## config.mk

```make
export PLATFORM = sky130hd
export DESIGN_NAME = i2c_byte_engine
export DESIGN_NICKNAME = d
export VERILOG_FILES = /design/src/rtl/i2c_eng_pkg.sv /design/src/rtl/i2c_half_timer.sv /design/src/rtl/i2c_shift_reg.sv /design/src/rtl/i2c_byte_engine.sv
export SDC_FILE = /design/constraint.sdc
export NUM_CORES = 1
export LEC_CHECK = 0
export BUFFER_PORTS_ARGS = -buffer_cell sky130_fd_sc_hd__buf_2
export CAP_MARGIN = 40
export CELL_PAD_IN_SITES_DETAIL_PLACEMENT = 1
export CELL_PAD_IN_SITES_GLOBAL_PLACEMENT = 2
export CORE_MARGIN = 2
export CORE_UTILIZATION = 34
export DETAILED_ROUTE_END_ITERATION = 7
export PLACE_DENSITY_LB_ADDON = 0.1
export SYNTH_ARGS = -nofsm -noshare
export SYNTH_HDL_FRONTEND = slang
export SYNTH_SLANG_ARGS = --single-unit
```

## constraint.sdc

```tcl
create_clock -name clk -period 5.44 [get_ports clk]
set_input_delay 0.544 -clock clk [delete_from_list [all_inputs] [get_ports clk]]
set_output_delay 0.544 -clock clk [all_outputs]
set_load 0.02 [all_outputs]
```

## src/rtl/i2c_eng_pkg.sv

```systemverilog
package i2c_eng_pkg;

    localparam int unsigned BYTE_W = 8;

    typedef enum logic [1:0] {
        ST_IDLE,
        ST_TX,
        ST_RX,
        ST_ACK
    } eng_state_e;

    typedef struct packed {
        logic buf_full;
        logic wcol;
        logic rov;
        logic ack_nack;
        logic irq;
    } eng_flags_t;

    // Number of SCL clocks each operation spends on the bus.
    function automatic logic [3:0] clocks_of(eng_state_e s);
        case (s)
            ST_TX:   return 4'd9;
            ST_RX:   return 4'd8;
            ST_ACK:  return 4'd1;
            default: return 4'd0;
        endcase
    endfunction

endpackage

```

## src/rtl/i2c_half_timer.sv

```systemverilog
module i2c_half_timer #(
    parameter int unsigned HALF = 16
) (
    input  logic clk,
    input  logic rst,
    input  logic run,
    output logic tick,
    output logic mid
);
    localparam int unsigned CW  = (HALF > 2) ? $clog2(HALF) : 1;
    localparam int unsigned MID = HALF / 2;

    logic [CW-1:0] cnt;

    assign tick = run && (cnt == CW'(HALF - 1));
    assign mid  = run && (cnt == CW'(MID));

    always_ff @(posedge clk) begin
        if (rst || !run) begin
            cnt <= '0;
        end else if (cnt == CW'(HALF - 1)) begin
            cnt <= '0;
        end else begin
            cnt <= cnt + CW'(1);
        end
    end
endmodule

```

## src/rtl/i2c_shift_reg.sv

```systemverilog
module i2c_shift_reg #(
    parameter int unsigned W = 8
) (
    input  logic         clk,
    input  logic         rst,
    input  logic         load,
    input  logic [W-1:0] load_val,
    input  logic         shift,
    input  logic         shift_in,
    output logic [W-1:0] q
);
    always_ff @(posedge clk) begin
        if (rst) begin
            q <= '0;
        end else if (load) begin
            q <= load_val;
        end else if (shift) begin
            q <= {q[W-2:0], shift_in};
        end
    end
endmodule

```

## src/rtl/i2c_byte_engine.sv

```systemverilog
module i2c_byte_engine
    import i2c_eng_pkg::*;
#(
    parameter int unsigned HALF_PERIOD = 16
) (
    input  logic                clk,
    input  logic                rst,
    input  logic                wr_stb,
    input  logic [BYTE_W-1:0]   wr_data,
    input  logic                rd_stb,
    input  logic                rcv_cmd,
    input  logic                ack_cmd,
    input  logic                ack_val,
    input  logic                err_clr,
    input  logic                irq_clr,
    input  logic                sda_in,
    output logic [BYTE_W-1:0]   rd_data,
    output logic                scl_oe,
    output logic                sda_oe,
    output logic                buf_full,
    output logic                wcol,
    output logic                rov,
    output logic                ack_stat,
    output logic                irq
);
    eng_state_e        state;
    eng_flags_t        flg;
    logic              scl_hi;
    logic [3:0]        clk_idx;
    logic [3:0]        next_idx;
    logic              sda_drv;
    logic              samp;
    logic [BYTE_W-1:0] buf_q;
    logic [BYTE_W-1:0] sh_q;

    logic busy, tick, mid, fall, rise, done;
    logic accept_wr, accept_rcv, accept_ack;
    logic tx_release, tx_done, rx_done, rx_drop;
    logic sh_shift, sh_in;

    assign busy     = (state != ST_IDLE);
    assign fall     = tick && scl_hi;
    assign rise     = tick && !scl_hi;
    assign next_idx = clk_idx + 4'd1;
    assign done     = fall && (next_idx == clocks_of(state));

    assign accept_wr  = wr_stb && !busy;
    assign accept_rcv = rcv_cmd && !busy && !wr_stb;
    assign accept_ack = ack_cmd && !busy && !wr_stb && !rcv_cmd;

    assign tx_release = (state == ST_TX) && fall && (next_idx == 4'd8);
    assign tx_done    = (state == ST_TX) && done;
    assign rx_done    = (state == ST_RX) && done;
    assign rx_drop    = rx_done && flg.buf_full && !rd_stb;

    assign sh_shift = ((state == ST_TX) && fall) ||
                      ((state == ST_RX) && scl_hi && mid);
    assign sh_in    = (state == ST_RX) ? sda_in : 1'b0;

    i2c_half_timer #(.HALF(HALF_PERIOD)) u_timer (
        .clk  (clk),
        .rst  (rst),
        .run  (busy),
        .tick (tick),
        .mid  (mid)
    );

    i2c_shift_reg #(.W(BYTE_W)) u_shift (
        .clk      (clk),
        .rst      (rst),
        .load     (accept_wr),
        .load_val (wr_data),
        .shift    (sh_shift),
        .shift_in (sh_in),
        .q        (sh_q)
    );

    // Bus sequencing
    always_ff @(posedge clk) begin
        if (rst) begin
            state   <= ST_IDLE;
            scl_hi  <= 1'b0;
            clk_idx <= '0;
            sda_drv <= 1'b0;
            samp    <= 1'b1;
        end else if (!busy) begin
            clk_idx <= '0;
            if (accept_wr) begin
                state   <= ST_TX;
                sda_drv <= ~wr_data[BYTE_W-1];
            end else if (accept_rcv) begin
                state   <= ST_RX;
                sda_drv <= 1'b0;
            end else if (accept_ack) begin
                state   <= ST_ACK;
                sda_drv <= ~ack_val;
            end
        end else begin
            if (scl_hi && mid) begin
                samp <= sda_in;
            end
            if (rise) begin
                scl_hi <= 1'b1;
            end
            if (fall) begin
                scl_hi  <= 1'b0;
                clk_idx <= next_idx;
                if (done) begin
                    state   <= ST_IDLE;
                    sda_drv <= 1'b0;
                    clk_idx <= '0;
                end else if (state == ST_TX) begin
                    sda_drv <= (next_idx < 4'd8) ? ~sh_q[BYTE_W-2] : 1'b0;
                end
            end
        end
    end

    // Host-visible flags and buffer
    always_ff @(posedge clk) begin
        if (rst) begin
            flg   <= '0;
            buf_q <= '0;
        end else begin
            if (rd_stb)           flg.buf_full <= 1'b0;
            if (accept_wr)        flg.buf_full <= 1'b1;
            if (tx_release)       flg.buf_full <= 1'b0;
            if (rx_done)          flg.buf_full <= 1'b1;

            if (err_clr)          flg.wcol <= 1'b0;
            if (wr_stb && busy)   flg.wcol <= 1'b1;

            if (err_clr)          flg.rov <= 1'b0;
            if (rx_drop)          flg.rov <= 1'b1;

            if (tx_done)          flg.ack_nack <= samp;

            if (irq_clr)          flg.irq <= 1'b0;
            if (tx_done || rx_done) flg.irq <= 1'b1;

            if (accept_wr) begin
                buf_q <= wr_data;
            end else if (rx_done && !rx_drop) begin
                buf_q <= sh_q;
            end
        end
    end

    assign rd_data  = buf_q;
    assign scl_oe   = ~scl_hi;
    assign sda_oe   = sda_drv;
    assign buf_full = flg.buf_full;
    assign wcol     = flg.wcol;
    assign rov      = flg.rov;
    assign ack_stat = flg.ack_nack;
    assign irq      = flg.irq;

endmodule

```

# [Word level (Yosys, flattened, before mapping)]
# Index checks and enable logic that the tools add are counted.
[word_totals] word_cells=109 mem_bits_ro=0 memories=0 in_bits=18 latchBits=0 output_inout_bits=15 register_bits=34 mem_bits_rw=0
[classes] n_eq_ne=10 div_mod_pow=0 add_sub_neg=2 multipliers=0 n_bitwise=5 muxes=32 shifts=0 n_reduce_logical=46 order_cmp=1
[op_table] operator="$mux 8" count=4
[op_table] operator="$logic_and 1x1->1" count=22
[op_table] operator="$mux 1" count=20
[op_table] operator="$reduce_bool 2->1" count=7
[op_table] operator="$eq 4x4->1 const B" count=3
[op_table] operator="$mux 2" count=6
[op_table] operator="$pmux 4 s3" count=1
[op_table] operator="$add 4x1->4 const B" count=2
[op_table] operator="$reduce_bool 4->1" count=2
[op_table] operator="$logic_not 1->1" count=6
[op_table] operator="$reduce_and 3->1" count=2
[op_table] operator="$not 1->1" count=5
[op_table] operator="$eq 2x2->1 const B" count=2
[op_table] operator="$eq 4x4->1" count=1
[op_table] operator="$lt 4x4->1 const B" count=1
[op_table] operator="$mux 4" count=1
[op_table] operator="$ne 2x1->1 const B" count=2
[op_table] operator="$reduce_and 2->1" count=2
[op_table] operator="$reduce_or 2->1" count=2
[op_table] operator="$logic_or 1x1->1" count=3
[op_table] operator="$ne 3x1->1 const B" count=1
[op_table] operator="$eq 2x1->1 const B" count=1

# [Depth between registers and ports, before layout]
[logic_depth] ltp_word=11 ltp_mapped=8 ltp_nobuf=7

# [Modules after synthesis]
# From an unflattened synthesis, not the netlist that was laid out.
[hier_totals] cells_unflattened=187 hier_area_um2=1739.2
[modules_own_cells] module="i2c_byte_engine" seq_area_each_um2=440.4 instances=1 area_each_um2=1171.1 cells_each=131
[modules_own_cells] module="i2c_shift_reg" seq_area_each_um2=160.2 instances=1 area_each_um2=369.1 cells_each=35
[modules_own_cells] module="i2c_half_timer" seq_area_each_um2=80.1 instances=1 area_each_um2=198.9 cells_each=21

# [Worst setup path after synthesis]
# OpenSTA, ideal clock, no wires.
[synth_path] path_kind="register to register" start="reg state[1]" end="reg buf_q[0], in the netlist rd_data[0]" path_buffers=1 stages_incl_launch_ff=9 setup_time_ns=0.138 arrival_time_ns=2.263 required_ns=5.302 period_less_slack_ns=2.401 path_slack_ns=3.039 cell_sequence="dfxtp_1 -> inv_1 -> ha_1 -> buf_6 -> o21a_1 -> or4_4 -> nor4_4 -> mux2i_1 -> a211oi_1"
[synth_via] elab_chain_cells=10 elab_cells_between_ends=18 classes_between="eq/ne: 4; mux: 2; reduce/logical: 12"
[synth_rtl] item="start: declaration" line="i2c_byte_engine.sv:26" source="eng_state_e state;"
[synth_rtl] item="start signal: assignment" line="i2c_byte_engine.sv:81" source="state <= ST_IDLE;"
[synth_rtl] item="start signal: assignment" line="i2c_byte_engine.sv:89" source="state <= ST_TX;"
[synth_rtl] item="start signal: assignment" line="i2c_byte_engine.sv:92" source="state <= ST_RX;"
[synth_rtl] item="$eq 2x2->1, or another cell as far along" line="i2c_eng_pkg.sv:22" source="case (s)"
[synth_rtl] item="$pmux 4 s3 / $logic_and 1x1->1 (equally long branches)" line="i2c_eng_pkg.sv:22, i2c_half_timer.sv:15"
[synth_rtl] item="$eq 4x4->1 / $logic_and 1x1->1 (equally long branches)" line="i2c_byte_engine.sv:45, i2c_byte_engine.sv:42"
[synth_rtl] item="$logic_and 1x1->1" line="i2c_byte_engine.sv:45" source="assign done = fall && (next_idx == clocks_of(state));"
[synth_rtl] item="$logic_and 1x1->1" line="i2c_byte_engine.sv:53" source="assign rx_done = (state == ST_RX) && done;"
[synth_rtl] item="$logic_and 1x1->1 (2 in a row)" line="i2c_byte_engine.sv:54" source="assign rx_drop = rx_done && flg.buf_full && !rd_stb;"
[synth_rtl] item="$logic_not 1->1" line="i2c_byte_engine.sv:143" source="end else if (rx_done && !rx_drop) begin"
[synth_rtl] item="$logic_and 1x1->1" line="i2c_byte_engine.sv:143"
[synth_rtl] item="$reduce_bool 2->1 (no source line)"
[synth_rtl] item="end signal: assignment" line="i2c_byte_engine.sv:142" source="buf_q <= wr_data;"
[synth_rtl] item="end signal: assignment" line="i2c_byte_engine.sv:144" source="buf_q <= sh_q;"
[synth_rtl] item="end: declaration" line="i2c_byte_engine.sv:33" source="logic [BYTE_W-1:0] buf_q;"
# Parallel ways exist; a longest one is shown, timed or not.
# A chain may end at the register's enable or synchronous reset.

# [Worst setup path in the final report]
[layout_path] start="reg state[1]" end="reg buf_q[4], in the netlist rd_data[4]"
# Same word-level chain as after synthesis.

==> impl_metrics.toml <==
[clock_network]
postCtsSetupBuffers = 0
clockBufferDepth = 2
post_cts_repair_resize_count = 0
cts_inserted_buffers = 5
clk_latency_ns = 0.28
tritoncts = "built"
ctsRootBufferMaster = "clkbuf_8"
clock_sinks = 34
cts_htree_levels = 2
cts_hold_buf = 0
clkTransAtPathRegs_ns = 0.07

[route]
route.detailed.vias_per_inst = 5.18
wl_per_instance_um = 15.2
drt_first_pass_iters = 4
detailroute.via_count = 1553
drt-initial-drc-count = 47
drc_errors = 0
final_antenna_net_count = 0
postRouteWirelength_um = 4570

[global_routing]
grt_use_met1 = 0.251
grt_pass1_wl_um = 7550
antenna_found_initial = 0
grt-ovfl-total = 0
grt_pass1_vias = 1509
busiest_layer = "met2"
grt.met3_usage = 0.0455
grt_start_max_net_pins = 29
global_route.usage.met2 = 0.273
grt_util_all_layers = 0.178

[flow_run]
max-cap-violations = 0

[critical_path]
worst-endpoint-arrival_ns = 2.94
worstPathRequired_ns = 5.63
cpMaxStageDelayCell = "nor4_4"
worst_r2r_dst = "rd_data[4]$_SDFFE_PP0P_"
cp.buffers_inverters = 1
setup.worst_path.end_class = "flop"
worst_setup_path_start_kind = "flop"
timing.reg2reg.setup_slack_ns = 2.69
critPathKind = "flop to flop"
critical_r2r_launch = "state[1]$_SDFFE_PP0P_"
worstRegToRegCells = 7
critical_path.top_delay_family = "simple AND/OR/NAND/NOR gates"
cp_slowest_stage_delay_ns = 0.71
cell_by_cell_trace_of_the_critical_path = "inv_1 -> ha_1 -> o21a_1 -> or4_4 -> nor4_4 -> mux2i_1 -> a211oi_1"
crit_path_max_fanout = 8

[layout]
area.growth.synth_to_final_pct = 17.6
antenna_cells_inserted = 0
drive_above_1_share = 0.185
mostFrequentLayoutCell = "dfxtp_1"
stdcell_count = 300
most-common-layout-cells = "dfxtp_1 (34), buf_2 (32), nand2_1 (26)"
final_net_count = 259
finalInstanceArea_um2 = 2030

[hold_path]
hold_path_end = "rov$_SDFFE_PP0P_"
worst_hold_startpoint = "rov$_SDFFE_PP0P_"
hp-class = "flop to flop"
timing.hold.worst_path_depth = 2

[logic_synthesis]
synth_cells = 206
synth-seq-cells = 34
yosys_warnings = 0
post_synth_instance_area_um2 = 1720
synth_area_leaders = "dfxtp_1 (39%), ha_1 (5.8%), nand2_1 (5.7%)"
synth_top_area_share = 0.395
synth.avg_cell_area_um2 = 8.37
synth_seq_area_share = 0.395
synth.net_count = 232
netlist.top_cell.by_area = "dfxtp_1"
yosysUniqueCellTypes = 36

[power_and_ir_drop]
ir_worst_vdd_mv = 0.138
power_per_cell_area_nw_per_um2 = 328
total_power_uw = 665
static_leakage_nw = 0.767

[run_status]
outcome = "completed"

[timing]
min_period_over_period = 0.505
final_hold_viol_count = 0
final_count_of_pins_violating_max_slew = 0
grt_setup_unrepaired = "false"
finalSetupTns_ns = 0
achievable-frequency_mhz = 364
finalSetupViolCount = 0
final_critical_path_required_period_ns = 2.75
slew_headroom = 0.476
finClkSkew_ns = 0.00870
tightest_slew_ns = 0.784

[placement]
place.detailed.hpwl_um = 3320
placed_cell_area_um2 = 1920
gp_routability_congestion = 0.785
place.port_buffers = 32
numPlacedInstances = 293

[floorplanning]
fp.dieArea_um2 = 5660
start_util = 0.358
die_x_um = 75.2
ports_placed_on_the_boundary = 33
rows = 25
fp.dieH_um = 75.2
core_um2 = 4820
synthesized netlist by cell type:
| master | n |
|---|---|
| dfxtp_1 | 34 |
| nand2_1 | 26 |
| nor2_1 | 21 |
| a21oi_1 | 12 |
| clkbuf_1 | 11 |
| a211oi_1 | 9 |
| mux2i_1 | 9 |
| a311oi_1 | 8 |
| ha_1 | 8 |
| inv_1 | 8 |
| nand3_1 | 8 |
| nand2b_1 | 7 |
| nor3_1 | 5 |
| o21ai_0 | 5 |
| nor2b_1 | 3 |
| or3_1 | 3 |
| xnor2_1 | 3 |
| xor2_1 | 3 |
| a31oi_1 | 2 |
| and3_1 | 2 |
| o21a_1 | 2 |
| o21ai_1 | 2 |
| or2_2 | 2 |
| a221o_1 | 1 |
| a221oi_1 | 1 |
| and2_1 | 1 |
| buf_6 | 1 |
| nor3b_1 | 1 |
| nor4_4 | 1 |
| nor4b_1 | 1 |
| o21bai_1 | 1 |
| o22ai_1 | 1 |
| o31a_1 | 1 |
| or2_1 | 1 |
| or4_1 | 1 |
| or4_4 | 1 |
registers in the layout, indices dropped and copies added, names as in the netlist:
| signal | flops |
|---|---|
| ack_stat | 1 |
| u_shift.q | 8 |
| wcol | 1 |
| clk_idx | 4 |
| irq | 1 |
| state | 2 |
| u_timer.cnt | 4 |
| rd_data | 8 |
| rov | 1 |
| samp | 1 |
| sda_oe | 1 |
| buf_full | 1 |
| scl_hi | 1 |
routing by layer:
| metal | vias up | wire length, µm |
|---|---|---|
| met5 | - | 0 |
| met4 | 0 | 48 |
| met3 | 6 | 165 |
| met2 | 23 | 2100 |
| met1 | 748 | 2250 |
| li1 | 776 | - |
power breakdown:
part,leakage [nW],internal (mW),switching (mW)
clock network,0.0573,0.147,0.0894
registers,0.279,0.272,0.0159
logic,0.431,0.0529,0.0882
total,0.767,0.471,0.194
worst max path at each step:
stage	to	cells past startpoint	start	slack, ns
global placement	rd_data[0]$_SDFFE_PP0P_	7	state[1]$_SDFFE_PP0P_	2.75
detailed placement	rd_data[6]$_SDFFE_PP0P_	7	state[1]$_SDFFE_PP0P_	2.66
floorplan	rd_data[0]$_SDFFE_PP0P_	8	state[1]$_SDFFE_PP0P_	3.04
finish	rd_data[4]$_SDFFE_PP0P_	7	state[1]$_SDFFE_PP0P_	2.69
global route	rd_data[4]$_SDFFE_PP0P_	7	state[1]$_SDFFE_PP0P_	2.48
CTS	rd_data[4]$_SDFFE_PP0P_	7	state[1]$_SDFFE_PP0P_	2.65
worst register-to-register path, stage by stage, from the launching register on:
cell      delay, ns
dfxtp_1        0.37
inv_1          0.08
ha_1           0.29
o21a_1         0.22
or4_4          0.52
nor4_4         0.71
mux2i_1        0.18
a211oi_1       0.28
cell type report:
| cell class | count | area, µm² |
|---|---|---|
| inverter | 8 | 30.0 |
| timing repair buffer | 32 | 160 |
| fill | 604 | 2790 |
| sequential | 34 | 681 |
| multi-input combinational | 152 | 961 |
| tap | 67 | 83.8 |
| clock buffer | 6 | 82.6 |
| clock inverter | 1 | 30.0 |
cell families after synthesis:
group / synth area share
fa+ha+maj: 0.0581
buf+inv: 0.0479
compound gates: 0.175
flops: 0.395
xor+xnor: 0.0305
simple gates: 0.242
mux: 0.0523
through the flow:
| step | hold WS, ns | setup WS (ns) | util |
|---|---|---|---|
| floorplan | 0.445 | 3.04 | - |
| global placement | 0.453 | 2.75 | 0.398 |
| detailed placement | 0.469 | 2.66 | 0.398 |
| CTS | 0.481 | 2.65 | 0.421 |
| global route | 0.508 | 2.48 | 0.421 |
| finish | 0.475 | 2.69 | 0.421 |
No activity file was read; power rests on OpenSTA's default activity.
